File: src/rtl/shload_pkg.sv
package shload_pkg;
  typedef enum logic [1:0] {OP_HOLD = 2'b00, OP_LOAD = 2'b01, OP_SHIFT = 2'b10} op_e;

  function automatic logic odd_parity(input logic [63:0] v, input int unsigned w);
    logic p;
    p = 1'b0;
    for (int unsigned i = 0; i < 64; i++)
      if (i < w) p = p ^ v[i];
    return p;
  endfunction
endpackage

File: src/rtl/shload_next.sv
module shload_next #(
  parameter int WIDTH = 64
) (
  input  logic [WIDTH-1:0] cur,
  input  logic [WIDTH-1:0] d_in,
  input  logic             do_load,
  input  logic             do_shift,
  output logic [WIDTH-1:0] nxt
);
  // Both-high is a don't-care: shift takes priority, so no decode of the pair is needed.
  for (genvar i = 0; i < WIDTH; i++) begin : g_cell
    logic from_below;
    if (i == 0) begin : g_lsb
      assign from_below = 1'b0;
    end else begin : g_mid
      assign from_below = cur[i-1];
    end
    assign nxt[i] = do_shift ? from_below : (do_load ? d_in[i] : cur[i]);
  end
endmodule

File: src/rtl/shload_status.sv
module shload_status #(
  parameter int WIDTH = 64
) (
  input  logic [WIDTH-1:0] val,
  output logic             odd,
  output logic             zero
);
  assign odd  = ^val;
  assign zero = ~|val;
endmodule

File: src/rtl/shload_reg.sv
module shload_reg #(
  parameter int WIDTH = 64
) (
  input  logic             clk,
  input  logic             clr_n,
  input  logic             do_load,
  input  logic             do_shift,
  input  logic [WIDTH-1:0] d_in,
  output logic [WIDTH-1:0] q,
  output logic             par_odd,
  output logic             all_zero
);
  import shload_pkg::*;
  localparam logic [WIDTH-1:0] ZERO_W = '0;

  logic [WIDTH-1:0] q_next;
  op_e              cmd;

  assign cmd = do_shift ? OP_SHIFT : (do_load ? OP_LOAD : OP_HOLD);

  shload_next #(.WIDTH(WIDTH)) u_next (
    .cur(q), .d_in(d_in), .do_load(do_load), .do_shift(do_shift), .nxt(q_next)
  );

  always_ff @(posedge clk or negedge clr_n) begin
    if (!clr_n) q <= ZERO_W;
    else        q <= q_next;
  end

  shload_status #(.WIDTH(WIDTH)) u_stat (.val(q), .odd(par_odd), .zero(all_zero));

  // Checks sampled at the clock edge, disabled during clear.
  assert_cleared_R1: assert property (@(posedge clk) !clr_n |-> (q == ZERO_W));
  assert_hold_R2: assert property (@(posedge clk) disable iff (!clr_n)
    (cmd == OP_HOLD) |=> $stable(q));
  assert_load_R3: assert property (@(posedge clk) disable iff (!clr_n)
    (cmd == OP_LOAD) |=> (q == $past(d_in)));
  assert_shift_R4: assert property (@(posedge clk) disable iff (!clr_n)
    (cmd == OP_SHIFT) |=> (q == {$past(q[WIDTH-2:0]), 1'b0}));
  assert_parity_R5: assert property (@(posedge clk) disable iff (!clr_n)
    par_odd == odd_parity(64'(q), WIDTH));
  assert_zero_R6: assert property (@(posedge clk) disable iff (!clr_n)
    all_zero == ($countones(q) == 0));
  assert_flags_stable_R7: assert property (@(posedge clk) disable iff (!clr_n)
    $stable(q) |-> ($stable(par_odd) && $stable(all_zero)));
endmodule

File: config.mk
export PLATFORM = sky130hd
export DESIGN_NAME = shload_reg
export DESIGN_NICKNAME = d
export VERILOG_FILES = /design/src/rtl/shload_pkg.sv /design/src/rtl/shload_next.sv /design/src/rtl/shload_status.sv /design/src/rtl/shload_reg.sv
export SDC_FILE = /design/constraint.sdc
export NUM_CORES = 1
export LEC_CHECK = 0
export ABC_AREA = 1
export BUFFER_PORTS_ARGS = -buffer_cell sky130_fd_sc_hd__buf_2
export CORE_MARGIN = 3
export CORE_UTILIZATION = 30
export CTS_CLUSTER_SIZE = 10
export DETAILED_ROUTE_END_ITERATION = 10
export PLACE_DENSITY = 0.47
export SYNTH_ARGS = -nofsm -noshare
export SYNTH_HDL_FRONTEND = slang
export SYNTH_HIERARCHICAL = 1
export SYNTH_SLANG_ARGS = --single-unit
File: constraint.sdc
create_clock -name clk -period 5.4 [get_ports clk]
set_clock_uncertainty 0.05 [all_clocks]
set_input_delay 1.35 -clock clk [delete_from_list [all_inputs] [get_ports clk]]
set_output_delay 1.35 -clock clk [all_outputs]
set_load 0.03 [all_outputs]
==> impl_metrics.toml, run 1 <==
[status]
status = "completed"

[placed_design]
gp_congestion = 0.7215
io_buffers = 133
dp_hpwl_um = 9705

[power]
p_per_area_mw_per_mm2 = 336.6
max-vdd-ir-drop_mv = 0.1541
p_leak_nw = 4.194

[sta]
fin_crit_ps = 3508
slew_headroom_pct = 41.56
hold_viol = 0
rsz0062_at_grt = "false"
final-setup-viol-count = 0
min_period_over_period_pct = 64.96
fmaxAchievable_ghz = 0.2851
worst_slew_pin_slew_ps = 876.5
setup_tns_ps = 0
drv_slew = 0

[route]
ant_nets = 0
drc_errors = 0
drt-initial-drc-count = 155
routed_wl_um = 13760
vias = 4958
first_pass_iters = 5
via_per_inst = 4.101
wl_per_cell_um = 11.38

[cts]
cts-buffers-inserted = 9
path_clk_slew_ps = 50
clock_sinks = 64
root_buffer = "clkbuf_16"
cts_resized = 0
htree_levels = 3
post_cts_buffers = 0
insertion_delay_ps = 330
cts_tree = "built"
postCtsHoldBufs = 0
cts.path.max_buffers = 2

[yosys]
synth_cells = 863
netlist.area_leader.share_pct = 31.34
synth_area_leaders = "dfrtp_1 (31%), nand2_1 (30%), inv_1 (17%), ha_1 (7.8%), nand3_1 (6.4%)"
synth_top_area_cell = "dfrtp_1"
ys_seq_area_share_pct = 31.34
synth_seq_cells = 64
ys_warn_count = 6
synth_fp_nets = 963
synth_cell_types = 18
avgSynthCellArea_sq_um = 5.921
syn_area_sq_mm = 0.005110

[global_route]
grt_busiest_layer = "met2"
grt_pass1_vias = 4634
grt_pass1_wl_um = 22440
grtUsageMet2_pct = 25.68
use_met1_pct = 18.88
grt.total_usage_pct = 15.07
gr-total-overflow = 0
antenna_found_initial = 0
grt_max_degree = 65
met3_usage_pct = 3.787

[worst_setup_path]
r2r_cells = 4
cp.arrival_ps = 2110
cp-startpoint = "q[48]"
worst-endpoint-required_ps = 4000
crit_type = "reg2out"
cp_cell_sequence = "inv_1 -> ha_1 -> nand2_1 -> inv_1 -> nor2_1 -> nand2_1 -> nand2_1 -> nand2_1 -> nand2_1 -> nand2_1 -> nand2_1 -> nand2_1 -> nand2_1 -> buf_2"
r2r-start = "q[1]"
crit_path_start_kind = "flip-flop"
crit_top_cell = "nand2_1"
r2r_end = "q[1]"
endpoint_kind = "output pin"
crit_fanout = 5
critPathMaxStageDelay_ps = 390
reg2reg_slack_ps = 4520
slowest_stage = "dfrtp_1"

[floorplan]
die_width_um = 136.5
core_sq_mm = 0.01664
start_util_pct = 30.70
rows = 47
die_h_um = 136.5
die-area_sq_mm = 0.01864
ios = 134

[finish]
final_common_cell = "nand2_1"
area_delta_synth_final_pct = 21.62
nets = 1084
fin_util_pct = 37.34
fillers = 1878
regArea_sq_mm = 0.001602
largest_reg_flops = 64
drive_above_1_share_pct = 16.48
multi_input_area_sq_mm = 0.002459
largestRegisters = "q x64"
regMostFlops = "q"
diodes = 0
layout_common_cells = "nand2_1 (403), inv_1 (225), buf_2 (132)"

[min_path]
hold_end = "q[26]"
worstHoldPathType = "reg2reg"
min_path_cells = 2
hold_start = "q[25]"

[run]
drv_cap = 0
cells in the mapped netlist:
cell / instances
xnor2_1: 4
nand4_1: 8
nor2_2: 4
buf_6: 3
dfrtp_1: 64
nand2_2: 3
nor2_1: 18
nor4_1: 2
ha_1: 32
inv_1: 225
inv_2: 6
nand2_1: 403
buf_2: 12
nand3_1: 65
buf_4: 11
inv_4: 1
o21ai_0: 1
and2_1: 1
how the worst max path moves through the flow:
stage,to,cells past startpoint,slack (ps)
5_1_grt,par_odd,12,1680
3_5_place_dp,par_odd,14,2250
2_1_floorplan,par_odd,13,2270
4_1_cts,par_odd,14,1880
3_3_place_gp,par_odd,14,2240
6_report,par_odd,14,1890
metrics by stage:
step           hold WS (ps)  power (mW)  instance area, sq um  cells  setup WS (ps)
3_3_place_gp          466.3       1.474                  5899   1193           2239
6_report              469.6       2.092                  6215   1209           1892
2_1_floorplan         614.6       1.252                  5110    863           2273
3_5_place_dp          461.4       1.479                  5899   1193           2247
5_1_grt               500.9       2.279                  6215   1209           1677
4_1_cts               474.6       2.132                  6215   1209           1876
report_power, final:
group / internal, mW / switching, mW
clock: 0.417 / 0.215
combinational: 0.291 / 0.569
sequential: 0.538 / 0.0622
total: 1.25 / 0.846
worst max-delay path: cells and delay by family, from the launching register on:
family | cells | cell delay (ps)
AND/OR/NAND/NOR | 10 | 710
buffers and inverters | 3 | 310
adder cells (fa/ha/maj) | 1 | 350
flip-flops | 1 | 390
final cells by class:
cell class	count	area share, %
clock buffers	13	4.027
inverters	232	14.05
well taps	220	4.429
multi-input cells	541	39.56
repair buffers	136	11.11
clock inverters	3	1.047
flip-flops and latches	64	25.77
metal layers:
metal | up-vias | share of wire [%] | wire length (um)
li1 | 2715 | - | -
met1 | 2146 | 46 | 6382
met2 | 85 | 47 | 6532
met3 | 12 | 4.8 | 667
met4 | 0 | 1.3 | 177
met5 | - | 0 | 0
logic make-up after synthesis:
logic type	share of synthesized area (%)
flip-flops	31.34
AO/OA/AOI/OAI	0.09785
XOR/XNOR	0.6855
adder cells (fa/ha/maj)	7.835
buffers and inverters	20.54
AND/OR/NAND/NOR	39.50
No activity file was read; power rests on OpenSTA's default activity.
==> run 2, diff against run 1 <==
--- a/config.mk
+++ b/config.mk
@@ -11,7 +11,7 @@
 export CORE_UTILIZATION = 30
 export CTS_CLUSTER_SIZE = 10
 export DETAILED_ROUTE_END_ITERATION = 10
-export PLACE_DENSITY = 0.47
+export PLACE_DENSITY = 0.49
 export SYNTH_ARGS = -nofsm -noshare
 export SYNTH_HDL_FRONTEND = slang
 export SYNTH_HIERARCHICAL = 1
==> constraint.sdc (replaced) <==
create_clock -name clk -period 2.9 [get_ports clk]
set_clock_uncertainty 0.05 [all_clocks]
set_input_delay 0.725 -clock clk [delete_from_list [all_inputs] [get_ports clk]]
set_output_delay 0.725 -clock clk [all_outputs]
set_load 0.03 [all_outputs]
==> run 2 against run 1 <==
Net effect: critical path depth shrank 8; non-clock buffer count grew 55; clock power grew 50%; global-route usage grew 0.19 points; sequential power grew 82%; count of clock-buffer cells in the layout grew 1; worst setup slack lost 1800 ps; combinational power grew 130%; sequential share of layout area shrank 2.9 points; critical path type unchanged.
==> impl_metrics.toml, run 2 (synthesis results as in run 1) <==
[worst_setup_path]
crit_path_start_kind = "flip-flop"
crit_fanout = 4
cp.arrival_ps = 2030
endpoint_kind = "output pin"
crit_type = "reg2out"
worst-endpoint-required_ps = 2120

[sta]
worst_slew_pin_slew_ps = 854.4
fin_hold_ws_ps = 444.9
hold_viol = 0
setup_tns_ps = 0
drv_slew = 0
final-setup-viol-count = 0
fmaxAchievable_ghz = 0.3570
slew_headroom_pct = 43.04
min_period_over_period_pct = 96.60
setup_ws_ps = 98.54
fin_crit_ps = 2801

[finish]
regMostFlops = "q"
largestRegisters = "q x64"
diodes = 0
fin_util_pct = 42.18
largest_reg_flops = 64
fin_area_sq_mm = 0.007019
area_delta_synth_final_pct = 37.37
final_common_cell = "nand2_1"
nets = 1139
layout_common_cells = "nand2_1 (398), inv_1 (212), buf_2 (131)"
drive_above_1_share_pct = 25.79

[route]
vias = 5220
ant_nets = 0
via_per_inst = 4.133
drc_errors = 0
first_pass_iters = 4
routed_wl_um = 14440
wl_per_cell_um = 11.43
drt-initial-drc-count = 270

[global_route]
grt.total_usage_pct = 15.26
antenna_found_initial = 0
grt_max_degree = 65
grt_pass1_vias = 4656
grt_pass1_wl_um = 22460
gr-total-overflow = 0

[power]
p_per_area_mw_per_mm2 = 575.5
p_leak_nw = 4.462
max-vdd-ir-drop_mv = 0.3129

[placed_design]
dp_hpwl_um = 9626
dpl_cell_area_sq_mm = 0.005939
io_buffers = 133
gp_congestion = 0.7495
pre_cts_slack_ps = 311.7

[cts]
clock_sinks = 64
postCtsHoldBufs = 0
root_buffer = "clkbuf_16"
insertion_delay_ps = 330
cts.path.max_buffers = 2
path_clk_slew_ps = 50
cts-buffers-inserted = 9
htree_levels = 3
cts_tree = "built"

[floorplan]
die-area_sq_mm = 0.01864
die_h_um = 136.5
start_util_pct = 30.70
core_sq_mm = 0.01664
rows = 47
ios = 134
die_width_um = 136.5

[run]
drv_cap = 0

[status]
status = "completed"

[min_path]
worstHoldPathType = "reg2reg"
-- run 2: repair_timing --
item	CTS	global route
buffers inserted	4	49
pin swaps	0	2
cloned	0	0
endpoints found under the setup margin	1	2
resized for setup	3	54
-- run 2: cell type report --
type	instances	area, sq um
clock inverters	1	5.005
inverters	232	873.3
clock buffers	14	244.0
repair buffers	191	1135
multi-input cells	541	2884
fillers	1818	9623
flip-flops and latches	64	1603
well taps	220	275.3
-- run 2: report_power, final --
group	leakage, nW	switching (mW)	internal [mW]	total (mW)
Combinational	3.57	1.20	0.803	2.00
Clock	0.121	0.376	0.573	0.949
Sequential	0.773	0.0867	1.00	1.09
Total	4.46	1.66	2.38	4.04
-- run 2: metrics by stage --
| stage | std cells | power, mW |
|---|---|---|
| global route | 1263 | 4.402 |
| floorplan | 863 | 2.330 |
| detailed placement | 1195 | 2.757 |
| global placement | 1195 | 2.746 |
| CTS | 1214 | 3.771 |
| finish | 1263 | 4.039 |
-- run 2: metal layers --
layer  track usage (%)  wire length, um
met4             5.711              277
met3             2.794              627
met5                 0                0
met1             19.14             6562
met2             26.10             6970
-- run 2: worst max-delay path: stages, from the launching register on --
cell	delay, ps
dfrtp_1	410
inv_1	100
ha_4	120
nand4_1	140
nor4_1	500
and2_1	210
buf_2	200
-- run 2: path summary, 6_finish.rpt --
path,from,endpoint,slack [ps],cells past startpoint
min in group asynchronous,clr_n,q[33],450,1
max,q[33],all_zero,100,6
max in group asynchronous,clr_n,q[2],1750,1
min reg2reg,q[24],q[25],440,2
min,q[24],q[25],440,2
max reg2reg,q[36],q[36],1880,6
==> run 3, diff against run 2 <==
--- a/config.mk
+++ b/config.mk
@@ -6,10 +6,10 @@
 export NUM_CORES = 1
 export LEC_CHECK = 0
 export ABC_AREA = 1
-export BUFFER_PORTS_ARGS = -buffer_cell sky130_fd_sc_hd__buf_2
+export BUFFER_PORTS_ARGS = -buffer_cell sky130_fd_sc_hd__buf_4
 export CORE_MARGIN = 3
 export CORE_UTILIZATION = 30
-export CTS_CLUSTER_SIZE = 10
+export CTS_CLUSTER_SIZE = 8
 export DETAILED_ROUTE_END_ITERATION = 10
 export PLACE_DENSITY = 0.49
 export SYNTH_ARGS = -nofsm -noshare
==> run 3 against run 2 <==
Net effect: wire length increased by 4.8%; highest routed layer unchanged; worst setup slack improved by 72 ps; critical path depth is 8 higher; largest cell class unchanged; global-route usage up 0.56 points; sequential cell count unchanged; count of clock-buffer cells in the layout decreased by 1.
==> impl_metrics.toml, run 3 (synthesis results as in run 1) <==
[floorplan]
die-area_sq_mm = 0.01864
start_util_pct = 30.70
die_width_um = 136.5
ios = 134
core_sq_mm = 0.01664
rows = 47
die_h_um = 136.5

[finish]
area_delta_synth_final_pct = 47.45
layout_common_cells = "nand2_1 (390), inv_1 (208), buf_4 (203)"
final_common_cell = "nand2_1"
regMostFlops = "q"
largest_reg_flops = 64
fillers = 1757
diodes = 0
nets = 1154
largestRegisters = "q x64"
drive_above_1_share_pct = 28.42

[worst_setup_path]
r2r_cells = 6
cp.arrival_ps = 1950
crit_type = "reg2out"
endpoint_kind = "output pin"
slowest_stage = "dfrtp_1"
cp_cell_sequence = "inv_2 -> ha_4 -> inv_1 -> nand2_1 -> nand2_1 -> nand2_1 -> nand2_2 -> nand2_1 -> nand2_1 -> nand2_1 -> nand2_1 -> nand2_1 -> nand2_2 -> buf_6"
crit_fanout = 3
crit_top_cell = "nand2_1"
critPathMaxStageDelay_ps = 410
crit_path_start_kind = "flip-flop"
worst-endpoint-required_ps = 2120

[status]
status = "completed"

[sta]
fin_crit_ps = 2729
worst_slew_pin_slew_ps = 876.0
min_period_over_period_pct = 94.10
final-setup-viol-count = 0
drv_slew = 0
hold_viol = 0
slew_headroom_pct = 41.60
fmaxAchievable_ghz = 0.3664
setup_ws_ps = 171.0

[route]
first_pass_iters = 4
ant_nets = 0
vias = 5314
drt-initial-drc-count = 220
via_per_inst = 4.155
drc_errors = 0
wl_per_cell_um = 11.83
routed_wl_um = 15130

[global_route]
gr-total-overflow = 0
grt_max_degree = 65
antenna_found_initial = 0
grt_pass1_wl_um = 23520
grt_pass1_vias = 4826
grt.total_usage_pct = 15.83

[cts]
path_clk_slew_ps = 50
cts_tree = "built"
root_buffer = "clkbuf_16"
insertion_delay_ps = 330
clock_sinks = 64
cts.path.max_buffers = 2
cts-buffers-inserted = 9
htree_levels = 3

[placed_design]
io_buffers = 133
gp_congestion = 0.7590
pre_cts_slack_ps = 348.2
dp_hpwl_um = 10440

[power]
max-vdd-ir-drop_mv = 0.2963
p_leak_nw = 4.664
power_mw = 4.367
p_per_area_mw_per_mm2 = 579.6

[run]
drv_cap = 0

[min_path]
worstHoldPathType = "in2async"
[run 3: cell count changes in the layout (fill, tap and decap cells not counted), sizes merged]
cell and change:
buf +15, bufinv +1, clkbuf -1, clkinv +1
[run 3: layer usage]
metal / wire (um) / share of wire, % / global-route usage, % / vias to the layer above
met3: 625 / 4.1 / 2.721 / 11
met2: 7451 / 49 / 27.16 / 91
met5: 0 / 0 / 0 / -
met4: 197 / 1.3 / 4.871 / 0
met1: 6855 / 45 / 20.30 / 2358
li1: - / - / - / 2854
[run 3: path summary, 6_finish.rpt]
kind | slack (ps) | startpoint | endpoint
max reg2reg | 1890 | q[36] | q[36]
max | 170 | q[32] | par_odd
min in group clk | 450 | q[48] | q[49]
min reg2reg | 450 | q[48] | q[49]
max in group asynchronous | 1760 | clr_n | q[40]
min | 440 | clr_n | q[36]
[run 3: timing repair]
item / CTS / global route
gates resized for setup: 1 / 68
endpoints found under the setup margin: 1 / 1
hold buffers: 0 / 0
pin swaps: 0 / 9
buffers inserted: 20 / 44
gates cloned: 0 / 0
[run 3: power breakdown]
| part | switching (mW) | internal (mW) | total (mW) | leakage [nW] |
|---|---|---|---|---|
| Clock | 0.401 | 0.710 | 1.11 | 0.150 |
| Sequential | 0.0817 | 1.00 | 1.08 | 0.774 |
| Combinational | 1.24 | 0.928 | 2.17 | 3.74 |
[run 3: final cells by class]
type,count,area (sq um),share of cell area [%]
Multi-Input combinational cell,541,2909,38.61
Sequential cell,64,1602,21.26
Timing Repair Buffer,206,1575,20.91
Inverter,232,873.3,11.59
Tap cell,220,275.3,3.653
Clock buffer,13,260.3,3.454
Clock inverter,3,40.04,0.5314
[run 3: critical path: cells and delay by family (launching register included)]
kind                     cells  cell delay, ps
adder cells (fa/ha/maj)      1             200
buffers and inverters        3             280
flip-flops                   1             410
AND/OR/NAND/NOR             10             720
[run 3: stage by stage]
step / instances / util (%) / TNS (ps) / area [sq um] / hold slack [ps]
final: 1279 / 45.27 / 0 / 7535 / 438.3
after global placement: 1199 / 37.85 / 0 / 6300 / 465.3
after floorplan: 863 / - / 0 / 5110 / 379.4
after CTS: 1235 / 40.58 / 0 / 6754 / 481.6
after detailed placement: 1199 / 37.85 / 0 / 6300 / 468.4
after global routing: 1279 / 45.27 / -13.16 / 7535 / 484.6
